### src/rtl/dbr_pkg.sv
package dbr_pkg;

    typedef enum logic [1:0] {
        ST_FILL = 2'd0,
        ST_RUN  = 2'd1,
        ST_SLOT = 2'd2
    } seq_state_t;

    localparam logic [2:0] KIND_COND = 3'd1;
    localparam logic [2:0] KIND_JUMP = 3'd2;
    localparam logic [2:0] KIND_CALL = 3'd3;
    localparam logic [2:0] KIND_RET  = 3'd4;

    localparam logic [3:0] CC_SGT = 4'd0;
    localparam logic [3:0] CC_SGE = 4'd1;
    localparam logic [3:0] CC_SLT = 4'd2;
    localparam logic [3:0] CC_SLE = 4'd3;
    localparam logic [3:0] CC_UGT = 4'd4;
    localparam logic [3:0] CC_UGE = 4'd5;
    localparam logic [3:0] CC_ULT = 4'd6;
    localparam logic [3:0] CC_ULE = 4'd7;
    localparam logic [3:0] CC_EQ  = 4'd8;
    localparam logic [3:0] CC_NE  = 4'd9;

endpackage

### src/rtl/dbr_cond_unit.sv
module dbr_cond_unit
    import dbr_pkg::*;
(
    input  logic [3:0] cc,
    input  logic [3:0] flags,
    output logic       hit
);
    logic fz, fn, fv, fc, below_s;

    assign fz = flags[3];
    assign fn = flags[2];
    assign fv = flags[1];
    assign fc = flags[0];
    assign below_s = fn ^ fv;

    always_comb begin
        case (cc)
            CC_SGT:  hit = !fz && !below_s;
            CC_SGE:  hit = !below_s;
            CC_SLT:  hit = below_s;
            CC_SLE:  hit = fz || below_s;
            CC_UGT:  hit = !fc && !fz;
            CC_UGE:  hit = !fc;
            CC_ULT:  hit = fc;
            CC_ULE:  hit = fc || fz;
            CC_EQ:   hit = fz;
            CC_NE:   hit = !fz;
            default: hit = 1'b0;
        endcase
    end
endmodule

### src/rtl/dbr_pc_unit.sv
module dbr_pc_unit #(
    parameter int          PCW       = 24,
    parameter logic [PCW-1:0] RESET_VEC = '0
) (
    input  logic           clk,
    input  logic           rst,
    input  logic           advance,
    input  logic           redirect,
    input  logic [PCW-1:0] target,
    output logic [PCW-1:0] fetch_pc,
    output logic [PCW-1:0] exec_pc
);
    localparam logic [PCW-1:0] STEP = PCW'(2);

    always_ff @(posedge clk) begin
        if (rst) begin
            fetch_pc <= RESET_VEC;
            exec_pc  <= RESET_VEC;
        end else if (advance) begin
            exec_pc  <= fetch_pc;
            fetch_pc <= redirect ? target : fetch_pc + STEP;
        end
    end
endmodule

### src/rtl/dbr_sequencer.sv
module dbr_sequencer
    import dbr_pkg::*;
#(
    parameter int             PCW       = 24,
    parameter logic [PCW-1:0] RESET_VEC = '0
) (
    input  logic           clk,
    input  logic           rst,
    input  logic           stall,
    input  logic [2:0]     br_kind,
    input  logic [3:0]     br_cc,
    input  logic           br_delayed,
    input  logic [PCW-1:0] br_target,
    input  logic           slot_forbidden,
    input  logic [3:0]     flags,
    output logic [PCW-1:0] fetch_addr,
    output logic           squash,
    output logic           push_en,
    output logic [PCW-1:0] push_addr,
    output logic           irq_block,
    output logic           slot_fault,
    output logic [PCW-1:0] pc_read
);
    localparam logic [PCW-1:0] ONE_INSN = PCW'(2);
    localparam logic [PCW-1:0] TWO_INSN = PCW'(4);

    seq_state_t     state, state_nx;
    logic           cond_hit, kind_valid, taken, in_run, redirect;
    logic [PCW-1:0] exec_pc;

    dbr_cond_unit u_cond (
        .cc    (br_cc),
        .flags (flags),
        .hit   (cond_hit)
    );

    assign kind_valid = (br_kind >= KIND_COND) && (br_kind <= KIND_RET);
    assign taken      = ((br_kind == KIND_COND) && cond_hit)
                      || (br_kind == KIND_JUMP)
                      || (br_kind == KIND_CALL)
                      || (br_kind == KIND_RET);
    assign in_run     = (state == ST_RUN);
    assign redirect   = in_run && taken;

    dbr_pc_unit #(.PCW(PCW), .RESET_VEC(RESET_VEC)) u_pc (
        .clk      (clk),
        .rst      (rst),
        .advance  (!stall),
        .redirect (redirect),
        .target   (br_target),
        .fetch_pc (fetch_addr),
        .exec_pc  (exec_pc)
    );

    always_ff @(posedge clk) begin
        if (rst)         state <= ST_FILL;
        else if (!stall) state <= state_nx;
    end

    always_comb begin
        state_nx = state;
        unique case (state)
            ST_FILL: state_nx = ST_RUN;
            ST_RUN: begin
                if (kind_valid && br_delayed) state_nx = ST_SLOT;
                else if (taken)               state_nx = ST_FILL;
                else                          state_nx = ST_RUN;
            end
            ST_SLOT: state_nx = ST_RUN;
            default: state_nx = ST_FILL;
        endcase
    end

    always_comb begin
        squash     = 1'b0;
        push_en    = 1'b0;
        irq_block  = 1'b0;
        slot_fault = 1'b0;
        push_addr  = exec_pc + (br_delayed ? TWO_INSN : ONE_INSN);
        pc_read    = exec_pc + ONE_INSN;
        unique case (state)
            ST_FILL: ;
            ST_RUN: begin
                squash    = !stall && taken && !br_delayed;
                push_en   = !stall && (br_kind == KIND_CALL);
                irq_block = kind_valid && br_delayed;
            end
            ST_SLOT: begin
                irq_block  = 1'b1;
                slot_fault = slot_forbidden;
            end
            default: ;
        endcase
    end
endmodule


### config.mk
export PLATFORM = sky130hd
export DESIGN_NAME = dbr_sequencer
export DESIGN_NICKNAME = d
export VERILOG_FILES = /design/src/rtl/dbr_pkg.sv /design/src/rtl/dbr_cond_unit.sv /design/src/rtl/dbr_pc_unit.sv /design/src/rtl/dbr_sequencer.sv
export SDC_FILE = /design/constraint.sdc
export NUM_CORES = 1
export LEC_CHECK = 0
export CAP_MARGIN = 15
export CELL_PAD_IN_SITES_DETAIL_PLACEMENT = 1
export CELL_PAD_IN_SITES_GLOBAL_PLACEMENT = 1
export CORE_ASPECT_RATIO = 0.8
export CORE_UTILIZATION = 50
export CTS_BUF_LIST = sky130_fd_sc_hd__clkbuf_4 sky130_fd_sc_hd__clkbuf_8
export DETAILED_ROUTE_END_ITERATION = 8
export DONT_BUFFER_PORTS = 1
export PLACE_DENSITY_LB_ADDON = 0.1
export REMOVE_ABC_BUFFERS = 1
export SYNTH_ARGS = -nofsm -noshare
export SYNTH_HDL_FRONTEND = slang
export SYNTH_SLANG_ARGS = --single-unit
export TNS_END_PERCENT = 1
### constraint.sdc
create_clock -name clk -period 9 [get_ports clk]
set_input_delay 2.25 -clock clk [delete_from_list [all_inputs] [get_ports clk]]
set_output_delay 2.25 -clock clk [all_outputs]
set_load 0.005 [all_outputs]
==> results.ini <==
[floorplan]
die_w_um=95.7
pin_count=116
core_area_sq_um=6570
start_util=0.535
rows=26
die_y_um=77.0
dieArea_sq_um=7370

[cells_and_area]
num-fill-cells=836
diodes=0
area.growth.synth_to_final_pct=1.64
multi_input_area_sq_um=2270
fin_nets=472
drive_gt1_frac=0.0613
regArea_sq_um=1000

[synthesis]
yosysUniqueCellTypes=58
yosys.cell_count.top_type=nor2_1
ys_seq_elements=50
ys_seq_area_frac=0.285
syn-cell-area_sq_um=3510
synth_area_per_cell_sq_um=7.97
synthTopCellsByArea=dfxtp_1 28%, mux2i_1 11%, xnor2_1 6.5%, nor2_1 6.2%, nand2_1 5.2%
syn_inst=441
async_flop_share=0
ys.warnings.count=0
synth_top_area_cell=dfxtp_1
ys.flop_type=dfxtp_1
synth_common_cells=58 x nor2_1, 50 x dfxtp_1, 49 x nand2_1, 37 x mux2i_1, 32 x nand3_1
synth-edff-count=0
synth.top_cell.area_share=0.285

[setup_path]
path_class=in2out
cp_max_fo=6
cp.required_ns=6.75
reg2reg_slack_ns=6.42
r2r-start=state[1]$_SDFFE_PP0N_
worstRegToRegCells=7
crit_arrival_ns=4.10
cp-start-kind=primary input
r2r_end=u_pc.fetch_pc[19]$_SDFFE_PP0N_
end_kind=output pin

[timing]
fin_worst_skew_ns=0.0122
setup_viol=0
post-route-worst-setup-slack_ns=2.65
fin_crit_sh=0.706
max_freq_mhz=157
rsz0062_at_grt=no
hold_violations=0
worst_pin_slew_ns=0.993
drv_slew=0
min_period_ns=6.35
maxSlewHeadroom=0.338
finalSetupTns_ns=0

[clocking]
ctsResizeCount=0
cts_buffer_depth=2
clock_sinks=50
clk_latency_ns=0.32
cts_max_level=2
cts_buffers=5
cts_setup_buffers=0
postCtsHoldBufs=0
cts_root_buf=clkbuf_8
path_clk_slew_ns=0.09
cts_tree=yes

[global_routing]
grt_usage=0.283
antenna_found_initial=0
grt_max_degree=58
grtUsageMet3=0.0665
grt_pass1_vias=3162
busiest_layer=met2
grt_pass1_wl_mm=16.3
grtUsageMet1=0.352
met2_usage=0.494
grt_overflow=0

[power_and_ir_drop]
peakVddDrop_mv=0.0646
switching_share=0.292
p_comb_frac=0.120
pwr-share-clk=0.331
p_int_uw=319
powerDensity_nw_per_um2=126
power_frac_seq=0.549
p_switching_uw=131
leakagePower_uw=0.00141

[drt]
dr.pass1.iters=4
avgRoutedWirePerCell_um=20.2
ant_nets=0
viasPerCell=6.08
totalWireLength_mm=10.2
drcViolationCount=0
route.vias.total=3088
drtIter0Drc=80

[flow_run]
max_cap_viol_count=0

[min_path]
hp-class=reg2reg
hold_path_depth=2
holdPathEnd=state[1]$_SDFFE_PP0N_
hp-start=state[1]$_SDFFE_PP0N_

[place]
gp_congestion=0.803
hpwl_mm=7.50
port_buffers=0
dp_slack_ns=2.62

[status]
status=complete, no violations

-- logic make-up (layout without fill, tap and decap cells) --
family,count (synthesis),count (layout),synth area share
multiplexers,41,41,0.118
AND/OR/NAND/NOR,188,188,0.262
AO/OA/AOI/OAI,60,60,0.124
XOR/XNOR,43,43,0.107
adder cells (fa/ha/maj),9,9,0.0342
flip-flops,50,50,0.285
buffers and inverters,50,33,0.0694
-- per-layer routing --
metal,vias to the layer above,share of wire
met3,11,0.061
met5,-,0
li1,1501,-
met2,83,0.48
met1,1493,0.45
met4,0,0.0084
-- power by group through the flow --
stage	clock network, uW	logic [uW]	registers (uW)
after detailed placement	0	54.0	252
after global routing	158	59.7	249
after floorplan	0	42.7	247
after global placement	0	50.9	251
after CTS	149	54.4	247
final	149	53.8	247
-- worst max-delay path by stage --
| stage | start | to | slack (ns) | cells after the start |
|---|---|---|---|---|
| finish | br_delayed | push_addr[19] | 2.65 | 7 |
| global route | br_delayed | push_addr[23] | 2.43 | 7 |
| CTS | br_delayed | push_addr[19] | 2.61 | 7 |
| detailed placement | br_delayed | push_addr[19] | 2.62 | 7 |
| global placement | br_delayed | push_addr[23] | 2.75 | 7 |
| floorplan | br_delayed | push_addr[19] | 3.00 | 7 |
-- state kept, by name, summed over array words and instances, names as in the netlist --
name           flops
state              2
u_pc.fetch_pc     24
u_pc.exec_pc      24
-- metrics by stage --
stage / std cells / hold slack (ns) / area [sq um] / power (uW) / utilization
after global placement: 500 / 0.481 / 3470 / 302 / 0.528
after floorplan: 415 / 0.466 / 3360 / 289 / -
final: 508 / 0.510 / 3570 / 450 / 0.543
after CTS: 508 / 0.510 / 3570 / 451 / 0.543
after detailed placement: 500 / 0.497 / 3470 / 306 / 0.528
after global routing: 508 / 0.542 / 3570 / 467 / 0.543
-- layout by cell type (no fill, tap or decap), types with 2 or more instances in the layout --
master	Yosys	routed
a21oi_1	19	19
a221oi_1	2	2
a311oi_1	2	2
a41oi_1	2	2
and2_1	2	2
and3_1	5	5
and3_2	2	2
and4_1	2	2
clkbuf_8	0	6
dfxtp_1	50	50
ha_1	8	8
inv_1	24	24
mux2_2	3	3
mux2i_1	37	37
nand2_1	49	49
nand2b_1	2	2
nand3_1	32	32
nand3_4	2	2
nand4_1	3	3
nor2_1	58	58
nor2b_1	2	2
nor3_1	10	10
nor4_1	4	4
o21a_1	2	2
o21ai_0	3	3
o21ai_1	4	4
o221a_1	5	5
o31ai_1	2	2
o32ai_1	10	10
or2_2	2	2
or3_1	2	2
or4_1	4	4
xnor2_1	26	26
xor2_1	17	17
-- critical path: stages --
cell     delay, ns
inv_1         0.08
ha_1          0.17
inv_1         0.05
fa_1          0.49
nor4_1        0.70
nand2_1       0.15
xnor2_1       0.20
-- area by class of cell --
cell class	instances	share of cell area
flip-flops and latches	50	0.280
well taps	84	0.0294
multi-input cells	341	0.635
repair buffers	1	0.00210
clock inverters	2	0.00456
inverters	24	0.0252
clock buffers	6	0.0231
(Power assumes the default switching activity.)
